===== src/rtl/am_window_pkg.sv =====
package am_window_pkg;
  localparam int unsigned AM_BITS  = 8;
  localparam int unsigned AM_POS_W = $clog2(AM_BITS);
  typedef logic [AM_BITS-1:0]  am_mask_t;
  typedef logic [AM_POS_W-1:0] am_pos_t;
  // first serial bit of a byte (msb first)
  localparam am_pos_t AM_FIRST_POS = am_pos_t'(AM_BITS - 1);
endpackage


===== src/rtl/am_mask_reg.sv =====
module am_mask_reg
  import am_window_pkg::*;
(
  input  logic     clk_i,
  input  logic     rst_ni,
  input  logic     wr_i,
  input  am_mask_t wdata_i,
  output am_mask_t mask_o
);
  am_mask_t mask_q;

  // no reset: contents survive rst_ni
  always_ff @(posedge clk_i) begin
    if (wr_i) mask_q <= wdata_i;
  end

  assign mask_o = mask_q;

  p_wr_take_r1: assert property (@(posedge clk_i) disable iff (!rst_ni)
    wr_i |=> mask_o == $past(wdata_i));

  p_mask_keep_r2: assert property (@(posedge clk_i) disable iff (!rst_ni)
    (!wr_i && $past(rst_ni)) |=> $stable(mask_o));
endmodule


===== src/rtl/am_bit_pos.sv =====
module am_bit_pos
  import am_window_pkg::*;
(
  input  logic    clk_i,
  input  logic    rst_ni,
  input  logic    bit_en_i,
  input  logic    byte_start_i,
  output am_pos_t cur_pos_o
);
  am_pos_t next_q;

  assign cur_pos_o = byte_start_i ? AM_FIRST_POS : next_q;

  always_ff @(posedge clk_i or negedge rst_ni) begin
    if (!rst_ni)       next_q <= AM_FIRST_POS;
    else if (bit_en_i) next_q <= cur_pos_o - am_pos_t'(1);
  end

  p_restart_r3: assert property (@(posedge clk_i) disable iff (!rst_ni)
    (bit_en_i && byte_start_i) |=> next_q == am_pos_t'(AM_BITS - 2));

  p_step_down_r3: assert property (@(posedge clk_i) disable iff (!rst_ni)
    (bit_en_i && !byte_start_i) |=> next_q == am_pos_t'($past(next_q) - am_pos_t'(1)));

  p_idle_hold_r3: assert property (@(posedge clk_i) disable iff (!rst_ni)
    !bit_en_i |=> $stable(next_q));
endmodule


===== src/rtl/am_gate.sv =====
module am_gate
  import am_window_pkg::*;
(
  input  logic     clk_i,
  input  logic     rst_ni,
  input  logic     bit_en_i,
  input  logic     am_req_i,
  input  am_mask_t mask_i,
  input  am_pos_t  cur_pos_i,
  output logic     am_en_o
);
  am_mask_t by_pos;
  logic     am_en_q;

  // mask bit 0 maps to serial bit AM_BITS-1
  for (genvar p = 0; p < AM_BITS; p++) begin : g_rev
    assign by_pos[p] = mask_i[AM_BITS-1-p];
  end

  always_ff @(posedge clk_i or negedge rst_ni) begin
    if (!rst_ni)       am_en_q <= 1'b0;
    else if (bit_en_i) am_en_q <= am_req_i & by_pos[cur_pos_i];
  end

  assign am_en_o = am_en_q;

  p_req_gate_r5: assert property (@(posedge clk_i) disable iff (!rst_ni)
    (bit_en_i && !am_req_i) |=> !am_en_o);

  p_hold_between_r6: assert property (@(posedge clk_i) disable iff (!rst_ni)
    !bit_en_i |=> $stable(am_en_o));

  p_first_bit_r4: assert property (@(posedge clk_i) disable iff (!rst_ni)
    (bit_en_i && am_req_i && cur_pos_i == AM_FIRST_POS) |=> am_en_o == $past(mask_i[0]));
endmodule


===== src/rtl/am_window_gen.sv =====
module am_window_gen
  import am_window_pkg::*;
(
  input  logic                clk_i,
  input  logic                rst_ni,
  input  logic                host_wr_i,
  input  logic [AM_BITS-1:0]  host_wdata_i,
  output logic [AM_BITS-1:0]  host_rdata_o,
  input  logic                bit_en_i,
  input  logic                byte_start_i,
  input  logic                am_req_i,
  output logic                am_en_o
);
  am_mask_t mask;
  am_pos_t  cur_pos;

  am_mask_reg u_mask (
    .clk_i   (clk_i),
    .rst_ni  (rst_ni),
    .wr_i    (host_wr_i),
    .wdata_i (host_wdata_i),
    .mask_o  (mask)
  );

  am_bit_pos u_pos (
    .clk_i        (clk_i),
    .rst_ni       (rst_ni),
    .bit_en_i     (bit_en_i),
    .byte_start_i (byte_start_i),
    .cur_pos_o    (cur_pos)
  );

  am_gate u_gate (
    .clk_i     (clk_i),
    .rst_ni    (rst_ni),
    .bit_en_i  (bit_en_i),
    .am_req_i  (am_req_i),
    .mask_i    (mask),
    .cur_pos_i (cur_pos),
    .am_en_o   (am_en_o)
  );

  assign host_rdata_o = mask;

  p_reset_low_r7: assert property (@(posedge clk_i)
    !rst_ni |-> !am_en_o);

  p_start_sel_r4: assert property (@(posedge clk_i) disable iff (!rst_ni)
    (bit_en_i && byte_start_i) |=> am_en_o == ($past(am_req_i) & $past(host_rdata_o[0])));
endmodule


===== config.mk =====
export PLATFORM = sky130hd
export DESIGN_NAME = am_window_gen
export DESIGN_NICKNAME = d
export VERILOG_FILES = /design/src/rtl/am_window_pkg.sv /design/src/rtl/am_mask_reg.sv /design/src/rtl/am_bit_pos.sv /design/src/rtl/am_gate.sv /design/src/rtl/am_window_gen.sv
export SDC_FILE = /design/constraint.sdc
export NUM_CORES = 1
export LEC_CHECK = 0
export ABC_CLOCK_PERIOD_IN_PS = 1700
export BUFFER_PORTS_ARGS = -buffer_cell sky130_fd_sc_hd__buf_2
export CAP_MARGIN = 20
export CORE_MARGIN = 4
export CORE_UTILIZATION = 35
export CTS_BUF_LIST = sky130_fd_sc_hd__clkbuf_16
export CTS_CLUSTER_DIAMETER = 150
export DETAILED_ROUTE_END_ITERATION = 10
export SLEW_MARGIN = 10
export SYNTH_ARGS = -nofsm -noshare
export SYNTH_HDL_FRONTEND = slang
export SYNTH_SLANG_ARGS = --single-unit
export TNS_END_PERCENT = 1

===== constraint.sdc =====
create_clock -name clk_i -period 1.7 [get_ports clk_i]
set_input_delay 0.34 -clock clk_i [delete_from_list [all_inputs] [get_ports clk_i]]
set_output_delay 0.34 -clock clk_i [all_outputs]
set_load 0.02 [all_outputs]

==> results.json, run 1 <==
{
  "status": "finished, final reports clean",
  "pwr_density_cell_nw_per_um2": 1280,
  "grt_start_max_net_pins": 9,
  "wire_per_inst_um": 11.9,
  "core_um2": 1350,
  "synth_simple_gate_area_share_pct": 8.67,
  "start_kind": "flop",
  "yosysUniqueCellTypes": 20,
  "holdBufCountCts": 1,
  "post_cts_buffers": 0,
  "synth_top_family_by_area": "compound AO/OA/AOI/OAI gates",
  "setup_ws_ns": 0.294,
  "insertion_delay_ns": 0.23,
  "synth_mux_area_share_pct": 8.92,
  "cts-root-buf": "clkbuf_16",
  "antennaDiodeCount": 0,
  "hpwl_um": 738,
  "antenna_found_initial": 0,
  "slew_violations": 0,
  "period_minus_slack_ns": 1.41,
  "initial_core_util_pct": 38.5,
  "syn_nets": 50,
  "power.share.switching_pct": 21.6,
  "first_global_vias": 365,
  "maxSlewHeadroom_pct": 87.8,
  "synth_compound_area_share_pct": 10.8,
  "clock_sinks": 12,
  "crit_fanout": 7,
  "place_congestion": 0.736,
  "maxCapViolCount": 0,
  "fmax_ghz": 0.711,
  "p_sw_mw": 0.201,
  "hold_slack_ns": 0.279,
  "portBuffers": 22,
  "clkSlewWorstSetupHoldPaths_ns": 0.04,
  "grt_pass1_wl_um": 1480,
  "pre_cts_ws_ns": 0.295,
  "finalSetupViolations": 0,
  "synth_xor_area_share_pct": 0,
  "cts_tree": "yes",
  "arrival_ns": 1.51,
  "worst_pin_slew_ns": 0.183,
  "p_int_mw": 0.726,
  "die-area_um2": 2160,
  "num_vias": 364,
  "setup.worst_path.end_class": "flop",
  "power_leakage_nw": 0.317,
  "synthAdderAreaFrac_pct": 2.41,
  "placement_rows": 13,
  "rsz0062_at_grt": "no",
  "critPathKind": "reg -> reg",
  "drt-total-wl_um": 901,
  "firstDrtPassIters": 2,
  "grt_util_all_layers_pct": 10.5,
  "numCtsBuffers": 3,
  "via_per_inst": 4.79,
  "nets": 77,
  "post_cts_resized": 0,
  "final_util_pct": 53.8,
  "ys_ff_latch": 12,
  "grt_overflow": 0,
  "hp-class": "in -> reg",
  "die_y_um": 46.5,
  "p_clk_share_pct": 45.2,
  "required_ns": 1.81,
  "syn_area_per_cell_um2": 14.8,
  "seq_power_share_pct": 41.3,
  "layout-drive-gt1-share_pct": 52.5,
  "synth_area_um2": 519,
  "synthCells": 35,
  "finalSetupTns_ns": 0,
  "peakVddDrop_v": 0.000826,
  "antenna_left": 0,
  "htreeDepth": 1,
  "die_x_um": 46.5,
  "drtIter0Drc": 5,
  "clockBufferDepth": 2,
  "clock-skew-final_ns": 0.000926,
  "hold_viol": 0,
  "syn2layout_area_growth_pct": 39.8,
  "fin_total_pwr_mw": 0.927,
  "pwr-share-comb_pct": 13.5,
  "num-fill-cells": 121,
  "drc_errors": 0,
  "fin_crit_sh_pct": 82.7,
  "ys_warn_count": 0,
  "io_pins": 23,
  "yosysSeqAreaShare_pct": 66.3
}
==> stage by stage <==
stage	std cells	area, um^2
after CTS	76	726
after floorplan	35	519
final	76	726
after global placement	71	637
after detailed placement	71	637
after global routing	76	726
==> routing by layer <==
metal / share of wire (%) / global-route usage (%) / vias to the layer above
met2: 51 / 15.7 / 15
met5: 0 / 0 / -
met1: 37 / 11.2 / 162
met3: 10 / 5.08 / 2
li1: - / - / 185
met4: 0.89 / 8.52 / 0
==> power groups by stage <==
stage	clock network (mW)	logic, mW	registers, mW
4_1_cts	0.431	0.128	0.384
2_1_floorplan	0	0.0682	0.401
3_3_place_gp	0	0.125	0.387
3_5_place_dp	0	0.125	0.388
6_report	0.419	0.125	0.383
5_1_grt	0.448	0.141	0.388
==> sequential cells by signal (all words and copies together) (netlist names) <==
register,cells
u_mask.mask_o,8
u_pos.next_q,3
u_gate.am_en_o,1
==> path summary, 6_finish.rpt <==
kind,startpoint,to,slack [ns],cells after the start
worst max-delay path,u_pos.next_q[0],u_gate.am_en_o,0.29,3
worst min-delay path,host_wdata_i[6],u_mask.mask_o[6],0.28,1
worst max register to register,u_pos.next_q[0],u_gate.am_en_o,0.29,3
worst min register to register,u_pos.next_q[1],u_pos.next_q[1],0.50,2
max in group asynchronous,rst_ni,u_pos.next_q[2],1.05,2
min in group asynchronous,rst_ni,u_gate.am_en_o,0.44,2
==> synthesized netlist by cell type (all sizes together) <==
cell type | count | area share (%)
edfxtp | 8 | 46
nor2 | 4 | 2.9
dfstp | 3 | 15
a21oi | 2 | 1.9
mux2 | 2 | 5.1
mux2i | 2 | 3.9
nand3b | 2 | 2.9
a21o | 1 | 1.7
a221oi | 1 | 2.9
buf | 1 | 2.2
dfrtp | 1 | 4.8
ha | 1 | 2.4
inv | 1 | 0.72
nand2 | 1 | 0.72
nand3 | 1 | 0.96
nand4 | 1 | 1.2
o21a | 1 | 1.4
o22a | 1 | 1.7
o22ai | 1 | 1.2
==> final cells by class <==
type	instances	area (um^2)	share of cell area, %
timing repair buffer	23	120	16.6
multi-input combinational	21	160	22.1
clock buffer	3	75.1	10.3
inverter	1	3.75	0.517
tap	15	18.8	2.59
clock inverter	1	3.75	0.517
sequential	12	344	47.4
==> cell families (layout without fill, tap and decap cells) <==
family          Yosys count  after routing
flops                    12             12
simple gates              9              9
compound gates            7              7
mux                       4              4
buf+inv                   2             28
fa+ha+maj                 1              1
==> cells in the final DEF (no fill, tap or decap) <==
master,instances
nand3b_1,2
dfstp_2,3
inv_1,1
o22ai_1,1
dfrtp_1,1
a221oi_2,1
mux2_4,1
o21a_1,1
clkbuf_16,3
nand3_1,1
clkinv_1,1
nor2_1,4
mux2i_1,2
mux2_2,1
buf_2,22
nand2_1,1
a21o_2,1
dlygate4sd3_1,1
a21oi_1,2
o22a_1,1
nand4_1,1
ha_1,1
edfxtp_1,8
==> worst max-delay path, stage by stage, from the launching register on <==
cell and delay (ns):
dfstp_2 0.60, mux2_4 0.32, a221oi_2 0.26, o22ai_1 0.11
(Power assumes the default switching activity.)
==> inputs of run 2 (changes only) <==
- ABC_AREA: unset -> 1
- ABC_CLOCK_PERIOD_IN_PS: 1700 -> 1500
- clock period: 1.7 -> 1.5 ns (I/O delays scaled with it)
==> run 2 against run 1 <==
Hold slack lost 0.043 ns. Register-to-register slack gained 0.05 ns. Sequential power is 11% higher. Critical path type unchanged. Largest power group unchanged.
==> results.json, run 2 <==
{
  "synth_commonest_cells": "nand2_1, inv_1, edfxtp_1",
  "die_x_um": 47.5,
  "die-area_um2": 2250,
  "portBuffers": 22,
  "pwr_density_cell_nw_per_um2": 1400,
  "final_cells": 100,
  "grt_start_max_net_pins": 9,
  "syn_area_per_cell_um2": 9.41,
  "numCtsBuffers": 3,
  "hp-class": "in -> reg",
  "cp-startpoint": "u_pos.next_q[0]",
  "antennaDiodeCount": 0,
  "clock-skew-final_ns": 0.00138,
  "start_kind": "flop",
  "pre_cts_ws_ns": 0.312,
  "drtIter0Drc": 2,
  "insertion_delay_ns": 0.24,
  "layout-drive-gt1-share_pct": 36.5,
  "ys_ff_latch": 12,
  "placement_rows": 13,
  "clockBufferDepth": 2,
  "firstDrtPassIters": 2,
  "synth_edf_count": 8,
  "via_per_inst": 4.48,
  "antenna_found_initial": 0,
  "required_ns": 1.66,
  "slew_violations": 0,
  "drt-total-wl_um": 1050,
  "peakVddDrop_v": 0.000929,
  "hold_slack_ns": 0.236,
  "final_cell_mix": "buf_2, nand2_1, inv_1",
  "antenna_left": 0,
  "first_global_vias": 439,
  "ys_warn_count": 0,
  "clock_sinks": 12,
  "worst_pin_slew_ns": 0.251,
  "hpwl_um": 862,
  "power_leakage_nw": 0.395,
  "yosysSeqAreaShare_pct": 63.1,
  "nets": 101,
  "holdCritStartpoint": "host_wdata_i[6]",
  "cpMaxStageDelayCell": "dfstp_2",
  "dp.cells": 95,
  "r2r-start": "u_pos.next_q[0]",
  "synth_top_area_share_pct": 44.0,
  "cts_tree": "yes",
  "rsz0062_at_grt": "no",
  "synth_ff_type": "edfxtp_1",
  "final_util_pct": 55.2,
  "core_um2": 1380,
  "wire_per_inst_um": 10.5,
  "yosysTopAreaCell": "edfxtp_1",
  "yosysUniqueCellTypes": 14,
  "synth_most_common_cell": "nand2_1",
  "hold_viol": 0,
  "critPathTopFamily": "flip-flops",
  "clkSlewWorstSetupHoldPaths_ns": 0.04,
  "setup_ws_ns": 0.341,
  "num_vias": 448,
  "post_cts_buffers": 0,
  "critPathMaxStageDelay_ns": 0.55,
  "grt_pass1_wl_um": 1800,
  "maxCapViolCount": 0,
  "largest_reg_flops": 8,
  "cts-root-buf": "clkbuf_16",
  "cp_cell_sequence": "nor2_2 > ha_1 > nand2_1 > a22oi_1 > o21ai_0 > inv_1",
  "fin_crit_sh_pct": 77.3,
  "initial_core_util_pct": 39.5,
  "place_congestion": 0.822,
  "finalSetupViolations": 0,
  "io_pins": 23,
  "grt_util_all_layers_pct": 12.5,
  "crit_fanout": 4,
  "status": "finished, final reports clean",
  "arrival_ns": 1.32,
  "syn_nets": 73,
  "worstPathBufferInverterCount": 1,
  "critPathKind": "reg -> reg",
  "die_y_um": 47.5,
  "fmax_ghz": 0.862,
  "setup.worst_path.end_class": "flop",
  "grt_overflow": 0,
  "period_minus_slack_ns": 1.16,
  "finalSetupTns_ns": 0,
  "maxSlewHeadroom_pct": 83.2,
  "async_flop_share_pct": 33.3,
  "synth_area_um2": 546,
  "synthCells": 58,
  "ys_top_cells_by_area": "edfxtp_1, dfstp_2, nand2_1",
  "drc_errors": 0,
  "layout_commonest_cell": "buf_2",
  "htreeDepth": 1,
  "syn2layout_area_growth_pct": 39.9
}
run 2: cell count changes after synthesis, moves of 2 or more:
| cell | previous run | this run |
|---|---|---|
| mux2i_1 | 2 | 0 |
| nor2_1 | 4 | 6 |
| nand3_1 | 1 | 3 |
| o21ai_0 | 0 | 3 |
| nand2_1 | 1 | 17 |
| inv_1 | 1 | 11 |
| a21oi_1 | 2 | 0 |
run 2: through the flow:
step / instance area [um^2] / total power [mW]
final: 763 / 1.07
after global routing: 763 / 1.13
after CTS: 763 / 1.08
after detailed placement: 674 / 0.594
after global placement: 674 / 0.593
after floorplan: 546 / 0.532
run 2: area by class of cell:
cell class | count | area, um^2
multi-input combinational | 34 | 156
inverter | 12 | 45.0
fill | 132 | 619
timing repair buffer | 23 | 120
tap | 15 | 18.8
sequential | 12 | 344
clock inverter | 1 | 3.75
clock buffer | 3 | 75.1
run 2: report_power, final:
| part | switching (mW) | leakage (nW) | internal (mW) |
|---|---|---|---|
| clock | 0.131 | 0.0385 | 0.350 |
| sequential | 0.0186 | 0.123 | 0.407 |
| combinational | 0.101 | 0.234 | 0.0628 |
| total | 0.250 | 0.395 | 0.820 |
run 2: cell families (layout without fill, tap and decap cells):
| family | count (synthesis) | in the layout | share of synthesized area [%] |
|---|---|---|---|
| AOI/OAI and AO/OA | 4 | 4 | 4.13 |
| adders and majority gates | 1 | 1 | 2.29 |
| buffers and inverters | 12 | 39 | 8.26 |
| DFF | 12 | 12 | 63.1 |
| and+or+nand+nor | 29 | 29 | 22.2 |
run 2: what timing repair did:
item,in CTS,in global routing
endpoints found under the hold margin,1,0
endpoints found under the setup margin,0,0
gates resized for setup,0,0
hold buffers,1,0
run 2: routing by layer:
layer / vias up / global-route usage [%] / wire, um
met5: - / 0 / 0
met2: 15 / 17.4 / 478
met4: 0 / 9.94 / 31
met1: 194 / 14.7 / 433
li1: 234 / - / -
met3: 5 / 5.64 / 103
run 2: final timing paths:
kind                                    end  slack [ns]  cells after the start
setup / recovery            u_pos.next_q[2]        0.34                      6
hold / removal             u_mask.mask_o[6]        0.24                      1
hold reg to reg              u_gate.am_en_o        0.47                      2
min in group asynchronous    u_gate.am_en_o        0.39                      2
max in group asynchronous   u_pos.next_q[1]        0.90                      2
setup reg to reg            u_pos.next_q[2]        0.34                      6
